$ cat config.mk
export PLATFORM = sky130hd
export DESIGN_NAME = ba_window_tracker
export DESIGN_NICKNAME = d
export VERILOG_FILES = /design/src/rtl/bawt_pkg.sv /design/src/rtl/bawt_admit.sv /design/src/rtl/bawt_bamap.sv /design/src/rtl/bawt_pick.sv /design/src/rtl/ba_window_tracker.sv
export SDC_FILE = /design/constraint.sdc
export NUM_CORES = 2
export LEC_CHECK = 0
export CAP_MARGIN = 20
export CORE_MARGIN = 8
export CORE_UTILIZATION = 46
export CTS_BUF_LIST = sky130_fd_sc_hd__clkbuf_8
export DETAILED_ROUTE_END_ITERATION = 8
export DONT_BUFFER_PORTS = 1
export PLACE_DENSITY = 0.64
export REMOVE_ABC_BUFFERS = 1
export SETUP_SLACK_MARGIN = 0.15
export SLEW_MARGIN = 20
export SYNTH_ARGS = -nofsm -noshare
export SYNTH_HDL_FRONTEND = slang
export SYNTH_SLANG_ARGS = --single-unit
$ cat constraint.sdc
create_clock -name clk -period 9.05 [get_ports clk]
set_input_delay 0.4525 -clock clk [delete_from_list [all_inputs] [get_ports clk]]
set_output_delay 0.4525 -clock clk [all_outputs]
set_load 0.01 [all_outputs]
$ cat src/rtl/bawt_pkg.sv
package bawt_pkg;
  localparam int SEQ_W   = 12;
  localparam int WIN_MAX = 64;
  localparam int CFG_W   = 7;
  localparam int IDX_W   = $clog2(WIN_MAX);

  typedef logic [SEQ_W-1:0]   seq_t;
  typedef logic [WIN_MAX-1:0] win_vec_t;
  typedef logic [CFG_W-1:0]   cfg_t;

  // Modular distance of a from b in sequence space.
  function automatic seq_t seq_dist(input seq_t a, input seq_t b);
    return a - b;
  endfunction

  // Clamp a programmed window width to the tracked maximum.
  function automatic cfg_t win_clamp(input cfg_t c);
    return (int'(c) > WIN_MAX) ? cfg_t'(WIN_MAX) : c;
  endfunction

  function automatic cfg_t pop_count(input win_vec_t v);
    cfg_t n;
    n = '0;
    for (int i = 0; i < WIN_MAX; i++) n = n + cfg_t'(v[i]);
    return n;
  endfunction
endpackage

$ cat src/rtl/bawt_admit.sv
module bawt_admit
  import bawt_pkg::*;
#(
  parameter int SEQ_BITS = SEQ_W,
  parameter int WIN_SLOTS = WIN_MAX
) (
  input  logic [SEQ_BITS-1:0]  base,
  input  logic [WIN_SLOTS-1:0] sent_vec,
  input  cfg_t                 win_eff,
  input  cfg_t                 frame_lim,
  input  logic                 req,
  input  logic [SEQ_BITS-1:0]  seq,
  output logic                 accept,
  output logic                 reject,
  output logic [WIN_SLOTS-1:0] set_vec
);
  localparam int IW = $clog2(WIN_SLOTS);

  logic [SEQ_BITS-1:0] off;
  logic                in_win, dup, room;

  always_comb begin
    off     = seq_dist(seq, base);
    in_win  = off < SEQ_BITS'(win_eff);
    dup     = in_win && sent_vec[off[IW-1:0]];
    room    = pop_count(sent_vec) < frame_lim;
    accept  = req && in_win && (dup || room);
    reject  = req && !accept;
    set_vec = accept ? (WIN_SLOTS'(1) << off[IW-1:0]) : '0;
  end
endmodule

$ cat src/rtl/bawt_bamap.sv
module bawt_bamap
  import bawt_pkg::*;
#(
  parameter int SEQ_BITS = SEQ_W,
  parameter int WIN_SLOTS = WIN_MAX
) (
  input  logic [SEQ_BITS-1:0]  base,
  input  logic [SEQ_BITS-1:0]  ssn,
  input  logic [WIN_SLOTS-1:0] bitmap,
  input  cfg_t                 win_eff,
  output logic [WIN_SLOTS-1:0] cover_vec,
  output logic [WIN_SLOTS-1:0] hit_vec
);
  localparam int IW = $clog2(WIN_SLOTS);

  for (genvar j = 0; j < WIN_SLOTS; j++) begin : g_slot
    logic [SEQ_BITS-1:0] d;
    logic                in_win;
    always_comb begin
      d            = seq_dist(base + SEQ_BITS'(j), ssn);
      in_win       = j < int'(win_eff);
      cover_vec[j] = in_win && (d < SEQ_BITS'(WIN_SLOTS));
      hit_vec[j]   = cover_vec[j] && bitmap[d[IW-1:0]];
    end
  end
endmodule

$ cat src/rtl/bawt_pick.sv
module bawt_pick #(
  parameter int WIN_SLOTS = 64
) (
  input  logic [WIN_SLOTS-1:0]         vec,
  output logic                         found,
  output logic [$clog2(WIN_SLOTS)-1:0] idx
);
  always_comb begin
    found = 1'b0;
    idx   = '0;
    for (int i = WIN_SLOTS - 1; i >= 0; i--) begin
      if (vec[i]) begin
        found = 1'b1;
        idx   = ($clog2(WIN_SLOTS))'(i);
      end
    end
  end
endmodule

$ cat src/rtl/ba_window_tracker.sv
module ba_window_tracker
  import bawt_pkg::*;
#(
  parameter int SEQ_BITS = SEQ_W,
  parameter int WIN_SLOTS = WIN_MAX
) (
  input  logic                 clk,
  input  logic                 rst_n,
  input  logic [CFG_W-1:0]     cfg_win_size,
  input  logic [CFG_W-1:0]     cfg_frame_limit,
  input  logic                 snd_valid,
  input  logic [SEQ_BITS-1:0]  snd_seq,
  output logic                 snd_err,
  input  logic                 ba_valid,
  input  logic [SEQ_BITS-1:0]  ba_ssn,
  input  logic [WIN_SLOTS-1:0] ba_bitmap,
  output logic                 rtx_valid,
  input  logic                 rtx_ready,
  output logic [SEQ_BITS-1:0]  rtx_seq,
  output logic                 cmp_valid,
  output logic [SEQ_BITS-1:0]  cmp_seq,
  output logic [SEQ_BITS-1:0]  win_base
);
  localparam int IW = $clog2(WIN_SLOTS);

  logic [SEQ_BITS-1:0]  base_q, cmp_seq_q;
  logic [WIN_SLOTS-1:0] sent_q, ack_q, pend_q;
  logic                 cmp_q, err_q;

  cfg_t                 win_eff;
  logic                 snd_ok, snd_bad;
  logic [WIN_SLOTS-1:0] snd_set, cover_vec, hit_vec;
  logic                 pick_found;
  logic [IW-1:0]        pick_idx;

  // Named internal events
  logic                 slide_ev, take_ev;
  logic [WIN_SLOTS-1:0] take_vec, ack_new, sent_u, ack_u, pend_u;

  assign win_eff = win_clamp(cfg_win_size);

  bawt_admit #(.SEQ_BITS(SEQ_BITS), .WIN_SLOTS(WIN_SLOTS)) u_admit (
    .base(base_q), .sent_vec(sent_q), .win_eff(win_eff), .frame_lim(cfg_frame_limit),
    .req(snd_valid), .seq(snd_seq), .accept(snd_ok), .reject(snd_bad), .set_vec(snd_set)
  );

  bawt_bamap #(.SEQ_BITS(SEQ_BITS), .WIN_SLOTS(WIN_SLOTS)) u_bamap (
    .base(base_q), .ssn(ba_ssn), .bitmap(ba_bitmap), .win_eff(win_eff),
    .cover_vec(cover_vec), .hit_vec(hit_vec)
  );

  bawt_pick #(.WIN_SLOTS(WIN_SLOTS)) u_pick (
    .vec(pend_q), .found(pick_found), .idx(pick_idx)
  );

  assign rtx_valid = pick_found;
  assign rtx_seq   = base_q + SEQ_BITS'(pick_idx);
  assign take_ev   = rtx_valid && rtx_ready;
  assign take_vec  = take_ev ? (WIN_SLOTS'(1) << pick_idx) : '0;
  assign slide_ev  = ack_q[0];
  assign ack_new   = ba_valid ? (hit_vec & sent_q) : '0;

  always_comb begin
    sent_u = sent_q | snd_set;
    ack_u  = ack_q | ack_new;
    pend_u = pend_q & ~take_vec;
    if (ba_valid) pend_u = (pend_u & ~cover_vec) | (cover_vec & sent_q & ~ack_u);
    pend_u = pend_u & ~ack_u;
  end

  always_ff @(posedge clk or negedge rst_n) begin
    if (!rst_n) begin
      base_q    <= '0;
      sent_q    <= '0;
      ack_q     <= '0;
      pend_q    <= '0;
      cmp_q     <= 1'b0;
      cmp_seq_q <= '0;
      err_q     <= 1'b0;
    end else begin
      err_q     <= snd_bad;
      cmp_q     <= slide_ev;
      cmp_seq_q <= base_q;
      if (slide_ev) begin
        base_q <= base_q + SEQ_BITS'(1);
        sent_q <= sent_u >> 1;
        ack_q  <= ack_u >> 1;
        pend_q <= pend_u >> 1;
      end else begin
        sent_q <= sent_u;
        ack_q  <= ack_u;
        pend_q <= pend_u;
      end
    end
  end

  assign snd_err   = err_q;
  assign cmp_valid = cmp_q;
  assign cmp_seq   = cmp_seq_q;
  assign win_base  = base_q;

  logic unused_ok;
  assign unused_ok = snd_ok;
endmodule

Yosys cells after proc, flatten, opt, wreduce, memory -nomap -nowiden --
Cells that the tools add are included.
Word-level totals: bits in read-only memories 0, bits in latches 0, memories 0, register bits after elaboration 218, output and inout bits 39, bits of input ports 107, logic and storage cells 810, RAM bits 0
Cells by class: $add $sub $neg 192, equality and inequality tests 0, div/mod/pow operators 0, $mul 0, magnitude comparators 196, muxes and demuxes 266, reductions and logical operators 135, bitwise gates (word level) 12, shift-type cells 2
Operators by type and width (number):
- $sub A12 B12 Y12 | 65
- $lt A12 B7 Y1 const B | 64
- $lt A6 B7 Y1 const B | 65
- $mux W64 | 7
- $add A7 B1 Y7 | 62
- $bmux W1 S6 | 65
- $add A12 B6 Y12 const B | 32
- $and A64 B64 Y64 | 6
- $mux W6 | 64
- $lt A6 B7 Y1 const A | 32
- $add A12 B5 Y12 const B | 16
- $not A64 Y64 | 3
- $or A64 B64 Y64 | 3
- $logic_and A1 B1 Y1 | 133
- $mux W1 | 129
- $shl A1 B6 Y64 const A | 2
- $lt A5 B7 Y1 const A | 16
- $add A12 B4 Y12 const B | 8
- $lt A4 B7 Y1 const A | 8
- $add A12 B3 Y12 const B | 4
- $lt A3 B7 Y1 const A | 4
- $add A12 B2 Y12 const B | 2
- $lt A1 B7 Y1 const A | 2
- $lt A2 B7 Y1 const A | 2
- 9 further kinds | 9

Logic depth before layout (Yosys ltp) --
depth in word-level cells 73, mapped depth 30, depth with buffers taken out 28

Hierarchy --
Synthesis repeated with hierarchy kept, for this count alone.
Unflattened totals: cells, all modules 4098, area total of the unflattened synthesis 35116.2 um^2
Modules (own cells, without submodules):
- bawt_bamap | area an instance 19314.8 um^2, cells an instance 2333, sequential area each 0.0 um^2, times used 1
- ba_window_tracker | area an instance 10726.5 um^2, cells an instance 1037, sequential area each 5455.2 um^2, times used 1
- bawt_admit | area an instance 4311.6 um^2, cells an instance 588, sequential area each 0.0 um^2, times used 1
- bawt_pick | area an instance 763.2 um^2, cells an instance 140, sequential area each 0.0 um^2, times used 1

Least setup slack after synthesis --
No wires, ideal clock.
path kind reg2reg, from register sent_q[0], to register sent_q[25], slack 1.820 ns, buffers on the path 2, arrival 7.105 ns, library setup time 0.125 ns, clock period less this slack 7.230 ns, required time 8.925 ns, cell stages (with the launch flop) 28, cell sequence dfrtp_1 > ha_1 > inv_1 > fa_1 > fa_1 > fa_1 > fa_1 > fa_1 > fa_1 > fa_1 > fa_1 > inv_1 > fa_1 > inv_1 > fa_1 > inv_1 > a21oi_1 > o21bai_1 > xor2_1 > ha_1 > nor2_1 > a21oi_1 > a31oi_1 > o31ai_1 > buf_2 > buf_2 > o31ai_1 > mux2_2
On the way: word-level cells in the longest chain between the ends 69, elaborated cells on any way between the ends 72, classes of those cells 63 x add/sub; 1 x order compare; 4 x mux; 1 x bitwise; 3 x reduce/logical
Ends and longest elaborated chain:
- start: declaration | RTL line ba_window_tracker.sv:27 | logic [WIN_SLOTS-1:0] sent_q, ack_q, pend_q;
- start signal: assignment | RTL line ba_window_tracker.sv:86 | sent_q <= sent_u >> 1;
- start signal: assignment | RTL line ba_window_tracker.sv:90 | sent_q <= sent_u;
- $add A1 B1 Y2 | RTL line bawt_pkg.sv:24 | for (int i = 0; i < WIN_MAX; i++) n = n + cfg_t'(v[i]);
- $add A7 B1 Y7 (62 in a row) | RTL line bawt_pkg.sv:24
- $lt A7 B7 Y1 | RTL line bawt_admit.sv:26 | room = pop_count(sent_vec) < frame_lim;
- $logic_or A1 B1 Y1 * | RTL line bawt_admit.sv:27 | accept = req && in_win && (dup || room);
- $logic_and A1 B1 Y1 * | RTL line bawt_admit.sv:27
- $mux W64 * | RTL line bawt_admit.sv:29 | set_vec = accept ? (WIN_SLOTS'(1) << off[IW-1:0]) : '0;
- $or A64 B64 Y64 * | RTL line ba_window_tracker.sv:64 | sent_u = sent_q | snd_set;
- $mux W64 * | RTL line ba_window_tracker.sv:84 | if (slide_ev) begin
Mark *: on every way between the ends. The rest lies on a longest branch, timed or not. The select of a mux whose other input is x is not followed. A chain may end at the register's enable or synchronous reset.

Final worst setup path --
from register sent_q[0], to register sent_q[33]
The elaborated chain is that of the path after synthesis.

==> results_dict.tcl <==
set metrics [dict create \
    drt-total-wl_um 170100 \
    areaGrowthSynthToFinish_pct 6.410 \
    initial_core_util_pct 46.44 \
    avgSynthCellArea_um2 8.507 \
    grt_pass1_wl_um 239600 \
    required_ns 9.63 \
    finalClockSkew_ns 0.03287 \
    setup_ws_ns 0.9694 \
    drt_iter0_drc 5231 \
    hold_class "in2reg" \
    yosysMostFrequentCell "a21oi_1" \
    finalNetCount 4030 \
    cts.sinks 218 \
    crit_type "reg2reg" \
    path_clk_slew_ns 0.06 \
    dp_hpwl_um 134700 \
    post-place-ws_ns 1.067 \
    routed_via_density 7.223 \
    io_buffers 0 \
    die_area_um2 79460 \
    p_total_mw 7.757 \
    postLayoutCellArea_um2 34610 \
    arrival_ns 8.66 \
    crit_path_top_delay_cell "fa_1" \
    ctsHtreeMaxLevel 2 \
    ys_seq_elements 218 \
    synthFlopType "dfrtp_1" \
    drc 0 \
    synth_top_area_share_pct 16.77 \
    drtAntennaViolNets 0 \
    setup_viol 0 \
    p_per_area_nw_per_um2 224.1 \
    drive_gt1_share_pct 12.98 \
    period_share_pct 89.29 \
    endpoint_kind "register" \
    ys_async_sr_fraction_pct 100.0 \
    grt_max_degree 219 \
    place_area_um2 33660 \
    hp-start "rtx_ready" \
    yosys_warnings 0 \
    core_area_um2 70030 \
    cts_tree "built" \
    status "completed" \
    reg2reg_from "sent_q[0]" \
    slew_headroom_pct 17.20 \
    ios 146 \
    synth_cell_type_count 93 \
    die_h_um 281.9 \
    fillCellCount 6954 \
    power_leakage_nw 13.93 \
    vias 34120 \
    rr_endpoint "sent_q[33]" \
    maxSlewViolCount 0 \
    ir_drop_uv 396.6 \
    synth_cells 3823 \
    grt_usage_pct 41.59 \
    cpPeakStageDelay_ns 0.55 \
    maxCapViolCount 0 \
    synthTopCellsByCount "a21oi_1, nand2_1, nor2_1, o21ai_0, inv_1" \
    min_period_ns 8.081 \
    fin_tns_setup_ns 0 \
    post_cts_buffers 0 \
    holdPathEnd "pend_q[2]" \
    cp_max_fo 34 \
    synth_area_um2 32520 \
    rsz0062_at_grt "false" \
    hold_depth 4 \
    fmax_ghz 0.1238 \
    start_kind "register" \
    rows 97 \
    synthTopCellsByArea "dfrtp_1, mux4_2, xnor2_1, mux2i_1, fa_1" \
    wl_per_cell_um 36.00 \
    ys_seq_area_share_pct 16.77 \
    die_x_um 281.9 \
    place_congestion 1.111 \
    worstRegToRegCells 26 \
    root_buffer "clkbuf_8" \
    cts_buffer_depth 3 \
    cts_buffers 44 \
    cpMostUsedCell "fa_1" \
    r2r_slack_ns 0.97 \
    synth_top_cell_by_area "dfrtp_1" \
    grt_pass1_vias 32130 \
    worstMarginPinSlew_ns 1.232 \
    first_pass_iters 7 \
    clk_latency_ns 0.67 \
    grt-ovfl-total 0 \
    hold_violations 0 \
    antenna_found_initial 16 \
    synth_edf_count 0 \
]
[layout by cell type, fill, tap and decap left out, types with 24 or more instances in the layout]
master | netlist | routed
inv_1 | 247 | 267
o22ai_1 | 43 | 43
a21oi_1 | 293 | 293
and3_1 | 36 | 36
xor2_1 | 85 | 85
nor4_1 | 62 | 56
nand3b_1 | 33 | 33
mux4_1 | 28 | 28
a21o_1 | 66 | 66
nand2b_1 | 44 | 44
ha_1 | 103 | 99
nor2_1 | 254 | 253
mux2i_1 | 165 | 164
xnor2_1 | 236 | 235
a211oi_1 | 32 | 32
nand4_1 | 30 | 30
fa_1 | 75 | 71
o21a_1 | 24 | 24
nand3_1 | 84 | 84
nor3_1 | 86 | 84
nand2_1 | 273 | 273
o31ai_1 | 84 | 83
clkbuf_8 | 0 | 49
dfrtp_1 | 218 | 217
mux4_2 | 165 | 165
buf_4 | 3 | 108
nor2b_1 | 35 | 35
o21ai_0 | 249 | 248
mux2_2 | 99 | 99
a31oi_1 | 71 | 70
[state kept, by name, summed over array words and instances (netlist names)]
register   count
sent_q        64
pend_q        64
cmp_valid      1
win_base      12
ack_q         64
cmp_seq       12
snd_err        1
[critical path, delay by kind of cell, from the launching register on]
| kind | cells | cell delay (ns) |
|---|---|---|
| buffers and inverters | 5 | 0.55 |
| AOI/OAI and AO/OA | 8 | 1.76 |
| adders and majority gates | 12 | 5.01 |
| DFF | 1 | 0.41 |
| muxes | 1 | 0.25 |
[layout make-up]
type | count | area [um^2] | area share [%]
multi-input combinational | 3114 | 25280 | 73.04
sequential | 218 | 5459 | 15.77
tap | 940 | 1176 | 3.399
inverter | 255 | 962.2 | 2.780
timing repair buffer | 112 | 885.9 | 2.560
clock buffer | 49 | 674.4 | 1.949
clock inverter | 28 | 152.6 | 0.4411
antenna | 8 | 20.02 | 0.05785
[where the power goes]
group	total, mW	switching [mW]	internal (mW)
registers	1.24	0.140	1.10
logic	5.48	3.64	1.85
clock network	1.03	0.503	0.524
[stage by stage]
step                      utilization [%]  hold WS, ns  instances
after floorplan                         -       0.1569       3587
after global placement              48.06       0.1745       4633
after detailed placement            48.07       0.1759       4634
after CTS                           49.32       0.1529       4714
after global routing                49.40       0.1754       4719
final                               49.42       0.1654       4724
[logic make-up (layout without fill, tap and decap cells)]
logic type	count (synthesis)	after routing	share of synthesized area, %
xor gates and xnor gates	323	323	8.745
muxes	457	457	22.20
DFF	218	218	16.77
buffers and inverters	491	444	5.979
other	0	8	0
adders and majority gates	178	178	8.580
and+or+nand+nor	1055	1055	16.12
AOI/OAI and AO/OA	1101	1101	21.61
[routing by layer]
| layer | GRT usage [%] | vias up | routed length, um |
|---|---|---|---|
| met5 | 0 | - | 145 |
| met4 | 27.70 | 8 | 14270 |
| met3 | 15.87 | 600 | 25270 |
| met2 | 57.47 | 2786 | 67180 |
| met1 | 53.46 | 16590 | 63210 |
| li1 | - | 14140 | - |
[worst max-delay path by stage]
| stage | slack, ns | from | endpoint | depth (start not counted) |
|---|---|---|---|---|
| 3_3_place_gp | 1.23 | sent_q[0] | sent_q[33] | 26 |
| 5_1_grt | 0.67 | sent_q[1] | sent_q[43] | 25 |
| 4_1_cts | 1.04 | sent_q[0] | sent_q[33] | 26 |
| 6_report | 0.97 | sent_q[0] | sent_q[33] | 26 |
| 2_1_floorplan | -1.70 | sent_q[0] | sent_q[41] | 25 |
| 3_5_place_dp | 1.07 | sent_q[0] | sent_q[33] | 26 |
[timing repair]
item	in CTS	in global routing
gates resized for setup	0	0
hold endpoints to repair	219	0
hold buffers	3	0
Note: power is estimated with default switching activity, not from simulation.
